===== src/rtl/cfgb_pkg.sv =====
package cfgb_pkg;
  localparam int DW = 16;
  localparam int AW = 3;
  localparam int NF = 6;

  localparam int F_ISTRB  = 0;
  localparam int F_ROUTE  = 1;
  localparam int F_COARSE = 2;
  localparam int F_FINE   = 3;
  localparam int F_FREQ   = 4;
  localparam int F_DIV    = 5;

  localparam logic [AW-1:0] A_CTRL = 3'd0;
  localparam logic [AW-1:0] A_MASK = 3'd1;
  localparam int FIELD_TOP = NF + 1;

  localparam int C_IMM  = 15;
  localparam int C_CLR  = 14;
  localparam int C_SRST = 1;
  localparam int C_TXEN = 0;

  function automatic logic [AW-1:0] field_addr(input int idx);
    return AW'(FIELD_TOP - idx);
  endfunction

  function automatic logic [DW-1:0] ctrl_read(input logic imm, input logic clr);
    logic [DW-1:0] v;
    v = '0;
    v[C_IMM] = imm;
    v[C_CLR] = clr;
    return v;
  endfunction
endpackage


===== src/rtl/cfgb_upd_sync.sv =====
module cfgb_upd_sync (
  input  logic clk,
  input  logic rst_n,
  input  logic async_in,
  output logic rise
);
  logic s1, s2, s3;

  always_ff @(posedge clk or negedge rst_n) begin
    if (!rst_n) begin
      s1 <= 1'b0;
      s2 <= 1'b0;
      s3 <= 1'b0;
    end else begin
      s1 <= async_in;
      s2 <= s1;
      s3 <= s2;
    end
  end

  assign rise = s2 & ~s3;

  p_single_edge_r5: assert property (@(posedge clk) disable iff (!rst_n)
    rise |=> !rise);
endmodule


===== src/rtl/cfgb_field.sv =====
module cfgb_field #(
  parameter int W = 16
) (
  input  logic         clk,
  input  logic         rst_n,
  input  logic         srst,
  input  logic         wr_hit,
  input  logic [W-1:0] wdata,
  input  logic         upd_sel,
  input  logic         imm,
  output logic [W-1:0] master,
  output logic [W-1:0] slave
);
  logic [W-1:0] master_d;
  logic         ld;

  assign master_d = wr_hit ? wdata : master;
  assign ld       = upd_sel | (imm & wr_hit);

  always_ff @(posedge clk or negedge rst_n) begin
    if (!rst_n) begin
      master <= '0;
      slave  <= '0;
    end else if (srst) begin
      master <= '0;
      slave  <= '0;
    end else begin
      master <= master_d;
      if (ld) slave <= master_d;
    end
  end

  p_hold_r2: assert property (@(posedge clk) disable iff (!rst_n)
    (!ld && !srst) |=> $stable(slave));

  p_collide_new_r10: assert property (@(posedge clk) disable iff (!rst_n)
    (ld && wr_hit && !srst) |=> (slave == $past(wdata)));

  p_sel_follows_r3: assert property (@(posedge clk) disable iff (!rst_n)
    (upd_sel && !wr_hit && !srst) |=> (slave == master));
endmodule


===== src/rtl/cfgb_ctrl.sv =====
module cfgb_ctrl
  import cfgb_pkg::*;
(
  input  logic          clk,
  input  logic          rst_n,
  input  logic          ctrl_wr,
  input  logic          mask_wr,
  input  logic          wd_imm,
  input  logic          wd_clr,
  input  logic          wd_srst,
  input  logic          wd_txen,
  input  logic [NF-1:0] wd_mask,
  input  logic          hw_rise,
  input  logic          freq_ld,
  input  logic          fine_ld,
  output logic          imm,
  output logic          clr_en,
  output logic [NF-1:0] mask,
  output logic          srst,
  output logic          upd_evt,
  output logic          run_active
);
  logic freq_done, fine_done;

  assign srst    = ctrl_wr & wd_srst;
  assign upd_evt = hw_rise | (ctrl_wr & wd_txen);

  always_ff @(posedge clk or negedge rst_n) begin
    if (!rst_n) begin
      imm        <= 1'b0;
      clr_en     <= 1'b0;
      mask       <= '0;
      freq_done  <= 1'b0;
      fine_done  <= 1'b0;
      run_active <= 1'b0;
    end else if (srst) begin
      imm        <= 1'b0;
      clr_en     <= 1'b0;
      mask       <= '0;
      freq_done  <= 1'b0;
      fine_done  <= 1'b0;
      run_active <= 1'b0;
    end else begin
      if (ctrl_wr) begin
        imm    <= wd_imm;
        clr_en <= wd_clr;
      end
      if (mask_wr) mask <= wd_mask;
      if (freq_ld) freq_done <= 1'b1;
      if (fine_ld) fine_done <= 1'b1;
      if (freq_done && fine_done) run_active <= 1'b1;
    end
  end

  p_srst_clears_r8: assert property (@(posedge clk) disable iff (!rst_n)
    srst |=> (!run_active && mask == '0 && !imm && !clr_en));

  p_run_needs_load_r9: assert property (@(posedge clk) disable iff (!rst_n)
    $rose(run_active) |-> (freq_done && fine_done));
endmodule


===== src/rtl/cfgb_bank.sv =====
module cfgb_bank
  import cfgb_pkg::*;
(
  input  logic          clk,
  input  logic          rst_n,
  input  logic          host_wr,
  input  logic [AW-1:0] host_addr,
  input  logic [DW-1:0] host_wdata,
  output logic [DW-1:0] host_rdata,
  input  logic          hw_upd,
  output logic [DW-1:0] div_act,
  output logic [DW-1:0] freq_act,
  output logic [DW-1:0] fine_act,
  output logic [DW-1:0] coarse_act,
  output logic [DW-1:0] route_act,
  output logic [DW-1:0] istrb_act,
  output logic          phase_clr,
  output logic          run_active
);
  logic          hw_rise, imm, clr_en, srst, upd_evt;
  logic [NF-1:0] mask, hit;
  logic [DW-1:0] mst [NF];
  logic [DW-1:0] slv [NF];
  logic          ctrl_wr, mask_wr, freq_ld, fine_ld;

  assign ctrl_wr = host_wr && (host_addr == A_CTRL);
  assign mask_wr = host_wr && (host_addr == A_MASK);

  cfgb_upd_sync u_sync (
    .clk(clk), .rst_n(rst_n), .async_in(hw_upd), .rise(hw_rise)
  );

  assign freq_ld = (upd_evt & mask[F_FREQ]) | (imm & hit[F_FREQ]);
  assign fine_ld = (upd_evt & mask[F_FINE]) | (imm & hit[F_FINE]);

  cfgb_ctrl u_ctrl (
    .clk(clk), .rst_n(rst_n),
    .ctrl_wr(ctrl_wr), .mask_wr(mask_wr),
    .wd_imm(host_wdata[C_IMM]), .wd_clr(host_wdata[C_CLR]),
    .wd_srst(host_wdata[C_SRST]), .wd_txen(host_wdata[C_TXEN]),
    .wd_mask(host_wdata[NF-1:0]),
    .hw_rise(hw_rise), .freq_ld(freq_ld), .fine_ld(fine_ld),
    .imm(imm), .clr_en(clr_en), .mask(mask), .srst(srst),
    .upd_evt(upd_evt), .run_active(run_active)
  );

  for (genvar i = 0; i < NF; i++) begin : g_fld
    assign hit[i] = host_wr && (host_addr == field_addr(i));
    cfgb_field #(.W(DW)) u_fld (
      .clk(clk), .rst_n(rst_n), .srst(srst),
      .wr_hit(hit[i]), .wdata(host_wdata),
      .upd_sel(upd_evt & mask[i]), .imm(imm),
      .master(mst[i]), .slave(slv[i])
    );
  end

  always_comb begin
    host_rdata = '0;
    if (host_addr == A_CTRL)      host_rdata = ctrl_read(imm, clr_en);
    else if (host_addr == A_MASK) host_rdata = DW'(mask);
    else begin
      for (int i = 0; i < NF; i++)
        if (host_addr == field_addr(i)) host_rdata = mst[i];
    end
  end

  always_ff @(posedge clk or negedge rst_n) begin
    if (!rst_n) phase_clr <= 1'b0;
    else        phase_clr <= imm & clr_en & hit[F_FREQ] & ~srst;
  end

  assign div_act    = slv[F_DIV];
  assign freq_act   = slv[F_FREQ];
  assign fine_act   = slv[F_FINE];
  assign coarse_act = slv[F_COARSE];
  assign route_act  = slv[F_ROUTE];
  assign istrb_act  = slv[F_ISTRB];

  p_clr_with_freq_r7: assert property (@(posedge clk) disable iff (!rst_n)
    phase_clr |=> !phase_clr);

  p_clr_loads_freq_r6: assert property (@(posedge clk) disable iff (!rst_n)
    phase_clr |-> (freq_act == $past(host_wdata)));
endmodule


===== config.mk =====
export PLATFORM = sky130hd
export DESIGN_NAME = cfgb_bank
export DESIGN_NICKNAME = d
export VERILOG_FILES = /design/src/rtl/cfgb_pkg.sv /design/src/rtl/cfgb_upd_sync.sv /design/src/rtl/cfgb_field.sv /design/src/rtl/cfgb_ctrl.sv /design/src/rtl/cfgb_bank.sv
export SDC_FILE = /design/constraint.sdc
export NUM_CORES = 1
export LEC_CHECK = 0
export BUFFER_PORTS_ARGS = -buffer_cell sky130_fd_sc_hd__buf_2
export CORE_MARGIN = 2
export CORE_UTILIZATION = 40
export CTS_CLUSTER_SIZE = 28
export DETAILED_ROUTE_END_ITERATION = 10
export HOLD_SLACK_MARGIN = 0.06
export PLACE_DENSITY_LB_ADDON = 0.08
export SYNTH_ARGS = -nofsm -noshare
export SYNTH_HDL_FRONTEND = slang
export SYNTH_HIERARCHICAL = 1
export SYNTH_SLANG_ARGS = --single-unit

===== constraint.sdc =====
create_clock -name clk -period 3.4 [get_ports clk]
set_input_delay 0 -clock clk [delete_from_list [all_inputs] [get_ports clk]]
set_output_delay 0 -clock clk [all_outputs]
set_load 0.02 [all_outputs]

### Yosys cells after proc, flatten, opt, wreduce, memory -nomap -nowiden

Index checks and enable logic that the tools add are counted.
W data, S select, Z words.

| operators by class | value |
|---|---|
| multiplexer cells | 44 |
| bitwise operators | 27 |
| equality and inequality tests | 7 |
| reductions and logical operators | 19 |

Operators with widths:

| cell | number |
|---|---|
| $mux W16 | 32 |
| $and A1 B1 Y1 | 18 |
| $reduce_bool A2 Y1 | 9 |
| $eq A3 B3 Y1 const B | 4 |
| $mux W6 | 2 |
| $mux W1 | 10 |
| $logic_and A1 B1 Y1 | 9 |
| $or A1 B1 Y1 | 7 |
| $eq A3 B2 Y1 const B | 2 |
| $eq A3 B1 Y1 const B | 1 |
| $logic_not A3 Y1 | 1 |
| $not A1 Y1 | 2 |

| word-level totals | value |
|---|---|
| bits of input ports | 23 |
| output and inout port bits | 114 |
| bits in registers | 207 |
| word-level logic and storage cells | 119 |

### Logic depth before layout (Yosys ltp)

Gate-level depths: netlist of run 1.

| logic depth | value |
|---|---|
| depth in word-level cells | 9 |
| gate-level depth with buffers | 10 |

### Cells and area by module

The synthesis of run 1 kept the hierarchy.

Modules (own cells, without submodules):

| module | seq. area each (sq um) | cells an instance | area each (sq um) | times used |
|---|---|---|---|---|
| cfgb_field | 800.8 | 86 | 1260.0 | 6 |
| cfgb_bank | 25.0 | 120 | 1047.3 | 1 |
| cfgb_ctrl | 275.3 | 37 | 446.7 | 1 |
| cfgb_upd_sync | 75.1 | 4 | 88.8 | 1 |

### Worst setup path after synthesis of run 1

OpenSTA, ideal clock, no wires.

| timing | value |
|---|---|
| path type | input to register |
| from | input host_addr[0] |
| to | register g_fld[0].u_fld.slave[4] |
| path slack | 1.394 ns |
| arrival time | 1.882 ns |
| setup time | 0.125 ns |
| data required time | 3.275 ns |
| stages | 10 |
| cell sequence | buf_6 > buf_2 > buf_2 > nor3_1 > and2_4 > buf_6 > buf_2 > buf_1 > nor2_1 > mux2_2 |

RTL lines:

| item | line | text |
|---|---|---|
| start, declared | cfgb_bank.sv:7 | `input logic [AW-1:0] host_addr,` |
| $logic_not A3 Y1 * | cfgb_bank.sv:26 | `assign ctrl_wr = host_wr && (host_addr == A_CTRL);` |
| $logic_and A1 B1 Y1 * | cfgb_bank.sv:26 |  |
| named net ctrl_wr | cfgb_bank.sv:24 | `logic ctrl_wr, mask_wr, freq_ld, fine_ld;` |
| $and A1 B1 Y1 * | cfgb_ctrl.sv:25 | `assign srst = ctrl_wr & wd_srst;` |
| named net srst | cfgb_bank.sv:20 | `logic hw_rise, imm, clr_en, srst, upd_evt;` |
| $mux W16 / $reduce_bool A2 Y1 (equally long branches) | -- |  |
| end signal, assigned | cfgb_field.sv:29 | `if (ld) slave <= master_d;` |
| end, declared | cfgb_field.sv:12 | `output logic [W-1:0] slave` |

Mark *: on every way through the listed nets, which the timed path passes. The rest lies on a longest branch. The select of a mux whose other input is x is not followed.
A chain may end at the register's enable or synchronous reset.

### Final worst setup path of run 1

| timing | value |
|---|---|
| from | register u_sync.s2 |
| to | register g_fld[1].u_fld.slave[8] |

| on the way | value |
|---|---|
| cells in the longest elaborated chain, start to end | 5 |

RTL lines:

| item | line | text |
|---|---|---|
| start, declared | cfgb_upd_sync.sv:7 | `logic s1, s2, s3;` |
| start signal, assigned | cfgb_upd_sync.sv:12 | `s2 <= 1'b0;` |
| start signal, assigned | cfgb_upd_sync.sv:16 | `s2 <= s1;` |
| $and A1 B1 Y1 | cfgb_upd_sync.sv:21 | `assign rise = s2 & ~s3;` |
| named net hw_rise | cfgb_bank.sv:20 |  |
| $or A1 B1 Y1 | cfgb_ctrl.sv:26 | `assign upd_evt = hw_rise \| (ctrl_wr & wd_txen);` |
| named net upd_evt | cfgb_bank.sv:20 |  |
| $and A1 B1 Y1 | cfgb_bank.sv:52 | `.upd_sel(upd_evt & mask[i]), .imm(imm),` |
| $or A1 B1 Y1 | cfgb_field.sv:18 | `assign ld = upd_sel \| (imm & wr_hit);` |
| $reduce_bool A2 Y1 (no line) | -- |  |
| end signal, assigned | cfgb_field.sv:29 |  |
| end, declared | cfgb_field.sv:12 |  |

The timed path passes the listed nets, and every way through them passes these cells.

==> results_dict.tcl, run 1 <==
set metrics [dict create \
    clock_latency_ns 0.50 \
    power_density_nw_per_um2 814 \
    grt_max_degree 106 \
    worst_pin_slew_ns 1.06 \
    skew_ns 0.0105 \
    layout-drive-gt1-share 0.380 \
    final_max_slew_viol_count 0 \
    path_cells "nor2b_4, a21o_2, and2_1, a211oi_4, mux2_2" \
    die_y_um 155 \
    leakagePower_nw 5.13 \
    critPathRequiredTime_ns 3.79 \
    finalWirelength_um 23700 \
    cts-root-buf "clkbuf_16" \
    antennaDiodeCount 0 \
    drt_iter0_markers 331 \
    fin_crit_sh 0.687 \
    cpMaxStageDelayCell "a211oi_4" \
    viasPerCell 5.20 \
    hold_violations 0 \
    die_w_um 155 \
    timing.hold.ws_ns 0.104 \
    areaGrowthSynthToFinish_pct 19.4 \
    fin_area_sq_um 10900 \
    synth-seq-area-share 0.567 \
    period_needed_ns 2.33 \
    synthTopCellsByArea "dfrtp_1 57%, mux2_2 13%, mux2i_1 12%, nor2_1 5.1%, mux4_2 2.2%" \
    gp_congestion 0.814 \
    cts_max_path_buffers 3 \
    dieArea_sq_um 24100 \
    cts_tree "built" \
    clock_sinks 207 \
    rsz0062_at_grt "false" \
    path_max_fanout 16 \
    max-slew-margin-rel 0.292 \
    yosys_warnings 6 \
    worstSetupPathType "flip-flop to flip-flop" \
    drtAntennaViolNets 0 \
    hpwlAfterDp_um 16200 \
    cp_slowest_stage_delay_ns 0.87 \
    yosysMostFrequentCell "dfrtp_1" \
    synth_edf_count 0 \
    drc 0 \
    grt_usage 0.198 \
    clock.fmax_mhz 428 \
    finalSetupTns_ns 0 \
    post_cts_resize_count 0 \
    postSynthAreaPerCell_sq_um 13.5 \
    placed_cell_area_sq_um 10000 \
    final_nets 850 \
    setup_viol 0 \
    hold_class "primary input to flip-flop" \
    core.rowCount 55 \
    antenna_found_initial 0 \
    synth_top_area_share 0.567 \
    routedWlPerCell_um 21.0 \
    dp_slack_ns 0.882 \
    detail_route.first_pass.iterations 4 \
    htree_levels 1 \
    synth_common_cells "207 x dfrtp_1, 124 x nor2_1, 110 x mux2i_1" \
    worstPathArrival_ns 2.72 \
    ys_ff_latch 207 \
    synth_top_cell_by_area "dfrtp_1" \
    first_global_vias 6139 \
    syn_area_sq_um 9140 \
    initial_core_util 0.405 \
    ir_drop_mv 0.437 \
    syn_inst 677 \
    core_area_sq_um 22600 \
    synth.distinct_cells 39 \
    synth-main-ff-cell "dfrtp_1" \
    grt_pass1_wl_um 36900 \
    final.setup.worst_slack_ns 1.07 \
    async_flop_share 1.00 \
    worstHoldStart "host_addr[1]" \
    cp-start-kind "flip-flop" \
    status "completed" \
    grt_overflow 0 \
    syn_nets 700 \
    critical_path.startpoint "u_sync/s2$_DFF_PN0_" \
    max_cap_viol_count 0 \
    via_count 5865 \
    io_pins 137 \
    port-buffer-count 136 \
    end_kind "flip-flop" \
    cts_buffers 22 \
    clkTransAtPathRegs_ns 0.06 \
    worstReg2RegStart "u_sync/s2$_DFF_PN0_" \
]
## what timing repair did
action / 4_1_cts / 5_1_grt
buffers inserted: 0 / 0
hold buffers: 20 / 0
endpoints found under the hold margin: 213 / 0
## layout make-up
cell class,instances,area [sq um]
multi-input combinational,422,3620
clock inverter,9,57.6
clock buffer,31,656
timing repair buffer,171,1030
inverter,3,11.3
sequential,207,5180
fill,2023,11700
tap,285,357
## routing by layer
layer / GRT usage / vias up / part of all wire
met5: 0 / - / 0
met4: 0.0411 / 0 / 0.014
met3: 0.0326 / 26 / 0.061
met2: 0.295 / 176 / 0.44
met1: 0.307 / 2972 / 0.49
li1: - / 2691 / -
## sequential cells by signal, indices dropped and copies added (netlist names)
signal,cells
g_fld.u_fld/master,96
g_fld.u_fld/slave,96
phase_clr,1
u_ctrl/clr_en,1
u_ctrl/fine_done,1
u_ctrl/freq_done,1
u_ctrl/imm,1
u_ctrl/mask,6
u_ctrl/run_active,1
u_sync/s1,1
u_sync/s2,1
u_sync/s3,1
## cells in the final DEF, fill, tap and decap left out, drive strengths merged, types with 2 or more instances in the layout
cell type and instances:
dfrtp 207, buf 150, nor2 124, mux2i 110
mux2 108, clkbuf 32, dlygate4sd3 20, mux4 13
nand2 9, and2 7, o21ai 7, a221oi 6
a211oi 6, a21oi 5, clkinvlp 5, nand2b 4
clkinv 4, inv 3, nor2b 3, nor3 3
o221ai 2, a32oi 2, a22o 2, and2b 2
a21o 2
## final timing paths
path	end	slack, ns	cells after the start
max	g_fld[1].u_fld/slave[8]$_DFFE_PN0P_	1.07	5
min	g_fld[0].u_fld/master[0]$_DFF_PN0_	0.10	5
max reg2reg	g_fld[1].u_fld/slave[8]$_DFFE_PN0P_	1.07	5
min reg2reg	u_sync/s2$_DFF_PN0_	0.36	0
max in group asynchronous	g_fld[0].u_fld/master[13]$_DFF_PN0_	2.14	4
min in group asynchronous	g_fld[4].u_fld/slave[0]$_DFFE_PN0P_	0.13	2
## power by group
part / internal, mW / switching [mW]
Combinational: 1.15 / 1.65
Clock: 1.35 / 0.984
Sequential: 3.29 / 0.471
## through the flow
step / cells / util / power (mW)
2_1_floorplan: 677 / - / 5.50
3_3_place_gp: 1068 / 0.443 / 6.52
3_5_place_dp: 1068 / 0.443 / 6.60
4_1_cts: 1128 / 0.483 / 8.99
5_1_grt: 1128 / 0.483 / 9.38
6_report: 1128 / 0.483 / 8.88
## kinds of logic after synthesis
logic type      count (synthesis)  synth area share
mux                           231             0.287
simple gates                  155            0.0713
compound gates                 36            0.0364
buf+inv                        48            0.0386
flops                         207             0.567
## worst max-delay path, delay by kind of cell (launching register included)
kind            cells  cell delay [ns]
flops               1             0.38
simple gates        2             0.31
mux                 1             0.42
compound gates      2             1.09
Note: power is estimated with default switching activity, not from simulation.
==> inputs of run 2 (changes only) <==
==> constraint.sdc (replaced) <==
create_clock -name clk -period 1.96 [get_ports clk]
set_input_delay 0 -clock clk [delete_from_list [all_inputs] [get_ports clk]]
set_output_delay 0 -clock clk [all_outputs]
set_load 0.02 [all_outputs]
==> run 2 against run 1 <==
Hold slack worse by 0.047 ns. Critical path type unchanged. Via count up 0.19%. Worst setup slack worse by 0.97 ns. Register-to-register slack worse by 0.97 ns. Wire length down 0.87%. Cell area up 3.9%. Combinational power up 76%. First-iteration DRC count up 3.0%. Clock-buffer cell count unchanged. Global-route usage down 0.12 points.
==> results_dict.tcl, run 2 (synthesis results as in run 1) <==
set metrics [dict create \
    final_cell_mix "206 x dfrtp_1, 135 x buf_2, 120 x nor2_1, 110 x mux2i_1, 108 x mux2_2" \
    layout-drive-gt1-share 0.396 \
    grt_use_met1 0.309 \
    path_delay_family "compound AO/OA/AOI/OAI gates" \
    cts-root-buf "clkbuf_16" \
    dp_slack_ns 0.0997 \
    reg.largest.list "g_fld.u_fld/master x96, g_fld.u_fld/slave x96, u_ctrl/mask x6" \
    setup_viol 0 \
    skew_ns 0.00934 \
    hold_violations 0 \
    grt_pass1_wl_um 37000 \
    finalSetupTns_ns 0 \
    finalWirelength_um 23400 \
    viasPerCell 5.11 \
    dieArea_sq_um 24100 \
    path_max_fanout 6 \
    ff2ff_setup_slack_ns 0.1 \
    total_power_mw 15.9 \
    areaGrowthSynthToFinish_pct 24.0 \
    grt_max_degree 65 \
    die_y_um 155 \
    leakagePower_nw 5.34 \
    cts_buffers 23 \
    max-slew-margin-rel 0.610 \
    port-buffer-count 136 \
    status "completed" \
    final.setup.worst_slack_ns 0.0967 \
    antenna_found_initial 0 \
    clkTransAtPathRegs_ns 0.06 \
    ir_drop_mv 0.820 \
    power_density_nw_per_um2 1400 \
    grt_util_met3 0.0270 \
    critPathBufInv 1 \
    clock_sinks 207 \
    critPathRequiredTime_ns 2.34 \
    worstPathArrival_ns 2.24 \
    cpMaxStageDelayCell "dfrtp_1" \
    drtAntennaViolNets 0 \
    via_count 5876 \
    drt_iter0_markers 341 \
    io_pins 137 \
    path_cells "nor2b_4, a21o_2, and2_1, a211oi_4, buf_4, mux2_2" \
    worstReg2RegStart "u_sync/s2$_DFF_PN0_" \
    cp_slowest_stage_delay_ns 0.38 \
    antennaDiodeCount 0 \
    cts_tree "built" \
    clock_latency_ns 0.50 \
    cts_max_path_buffers 3 \
    grt_usage 0.197 \
    postCtsSetupRepairBufs 0 \
    end_kind "flip-flop" \
    grt_busiest_layer "met1" \
    rr_worst_depth 6 \
    max_cap_viol_count 0 \
    die_w_um 155 \
    period_needed_ns 1.86 \
    final_nets 872 \
    grtUsageMet2 0.293 \
    clock.fmax_mhz 537 \
    hold_class "primary input to asynchronous set/reset pin" \
    grt_overflow 0 \
    final_max_slew_viol_count 0 \
    initial_core_util 0.405 \
    gp_congestion 0.842 \
    worst_pin_slew_ns 0.585 \
    hpwlAfterDp_um 16600 \
    first_global_vias 6296 \
    core.rowCount 55 \
    routedWlPerCell_um 20.4 \
    layout_commonest_cell "dfrtp_1" \
    rsz0062_at_grt "false" \
    core_area_sq_um 22600 \
    fin_crit_sh 0.951 \
    drc 0 \
    r2r-end "g_fld[3].u_fld/slave[15]$_DFFE_PN0P_" \
    worstSetupPathType "flip-flop to flip-flop" \
    htree_levels 1 \
    cp-start-kind "flip-flop" \
    detail_route.first_pass.iterations 4 \
]
run 2: cell types whose count changed in the layout (fill, tap and decap cells not counted), sizes merged:
cell	change
inv	+1
bufinv	+3
clkinvlp	-4
buf	+21
run 2: repair_timing:
item,in CTS,in global routing
endpoints found under the setup margin,1,0
endpoints found under the hold margin,316,0
hold buffers,20,0
gates resized for setup,1,0
run 2: final cells by class:
class	instances	area [sq um]
fillers	2018	11200
flip-flops and latches	207	5180
multi-input cells	422	3620
repair buffers	192	1390
clock buffers	31	656
well taps	285	357
clock inverters	9	126
inverters	3	11.3
run 2: power breakdown:
part / internal (mW) / switching, mW / total [mW]
registers: 5.71 / 0.817 / 6.52
clock network: 2.73 / 1.72 / 4.45
logic: 2.06 / 2.85 / 4.91
total: 10.5 / 5.39 / 15.9
run 2: routing by layer:
| metal | share of wire | routed length [um] |
|---|---|---|
| met1 | 0.50 | 11700 |
| met2 | 0.44 | 10300 |
| met3 | 0.045 | 1070 |
| met4 | 0.014 | 328 |
| met5 | 0 | 0 |
run 2: per-stage QoR:
step	util	area, sq um	std cells	hold slack [ns]
after floorplan	-	9160	677	-0.296
after CTS	0.502	11300	1149	0.0832
after global routing	0.502	11300	1149	0.105
after detailed placement	0.459	10400	1089	0.0321
final	0.502	11300	1149	0.0574
after global placement	0.459	10400	1089	0.0353
run 2: how the worst max path moves through the flow:
stage | startpoint | end | depth (start not counted)
after detailed placement | u_sync/s2$_DFF_PN0_ | g_fld[3].u_fld/slave[15]$_DFFE_PN0P_ | 6
final | u_sync/s2$_DFF_PN0_ | g_fld[3].u_fld/slave[15]$_DFFE_PN0P_ | 6
after global routing | u_sync/s2$_DFF_PN0_ | g_fld[3].u_fld/slave[15]$_DFFE_PN0P_ | 6
after floorplan | host_addr[1] | g_fld[0].u_fld/slave[10]$_DFFE_PN0P_ | 10
after CTS | u_sync/s2$_DFF_PN0_ | g_fld[3].u_fld/slave[15]$_DFFE_PN0P_ | 6
after global placement | u_sync/s2$_DFF_PN0_ | g_fld[3].u_fld/slave[8]$_DFFE_PN0P_ | 6
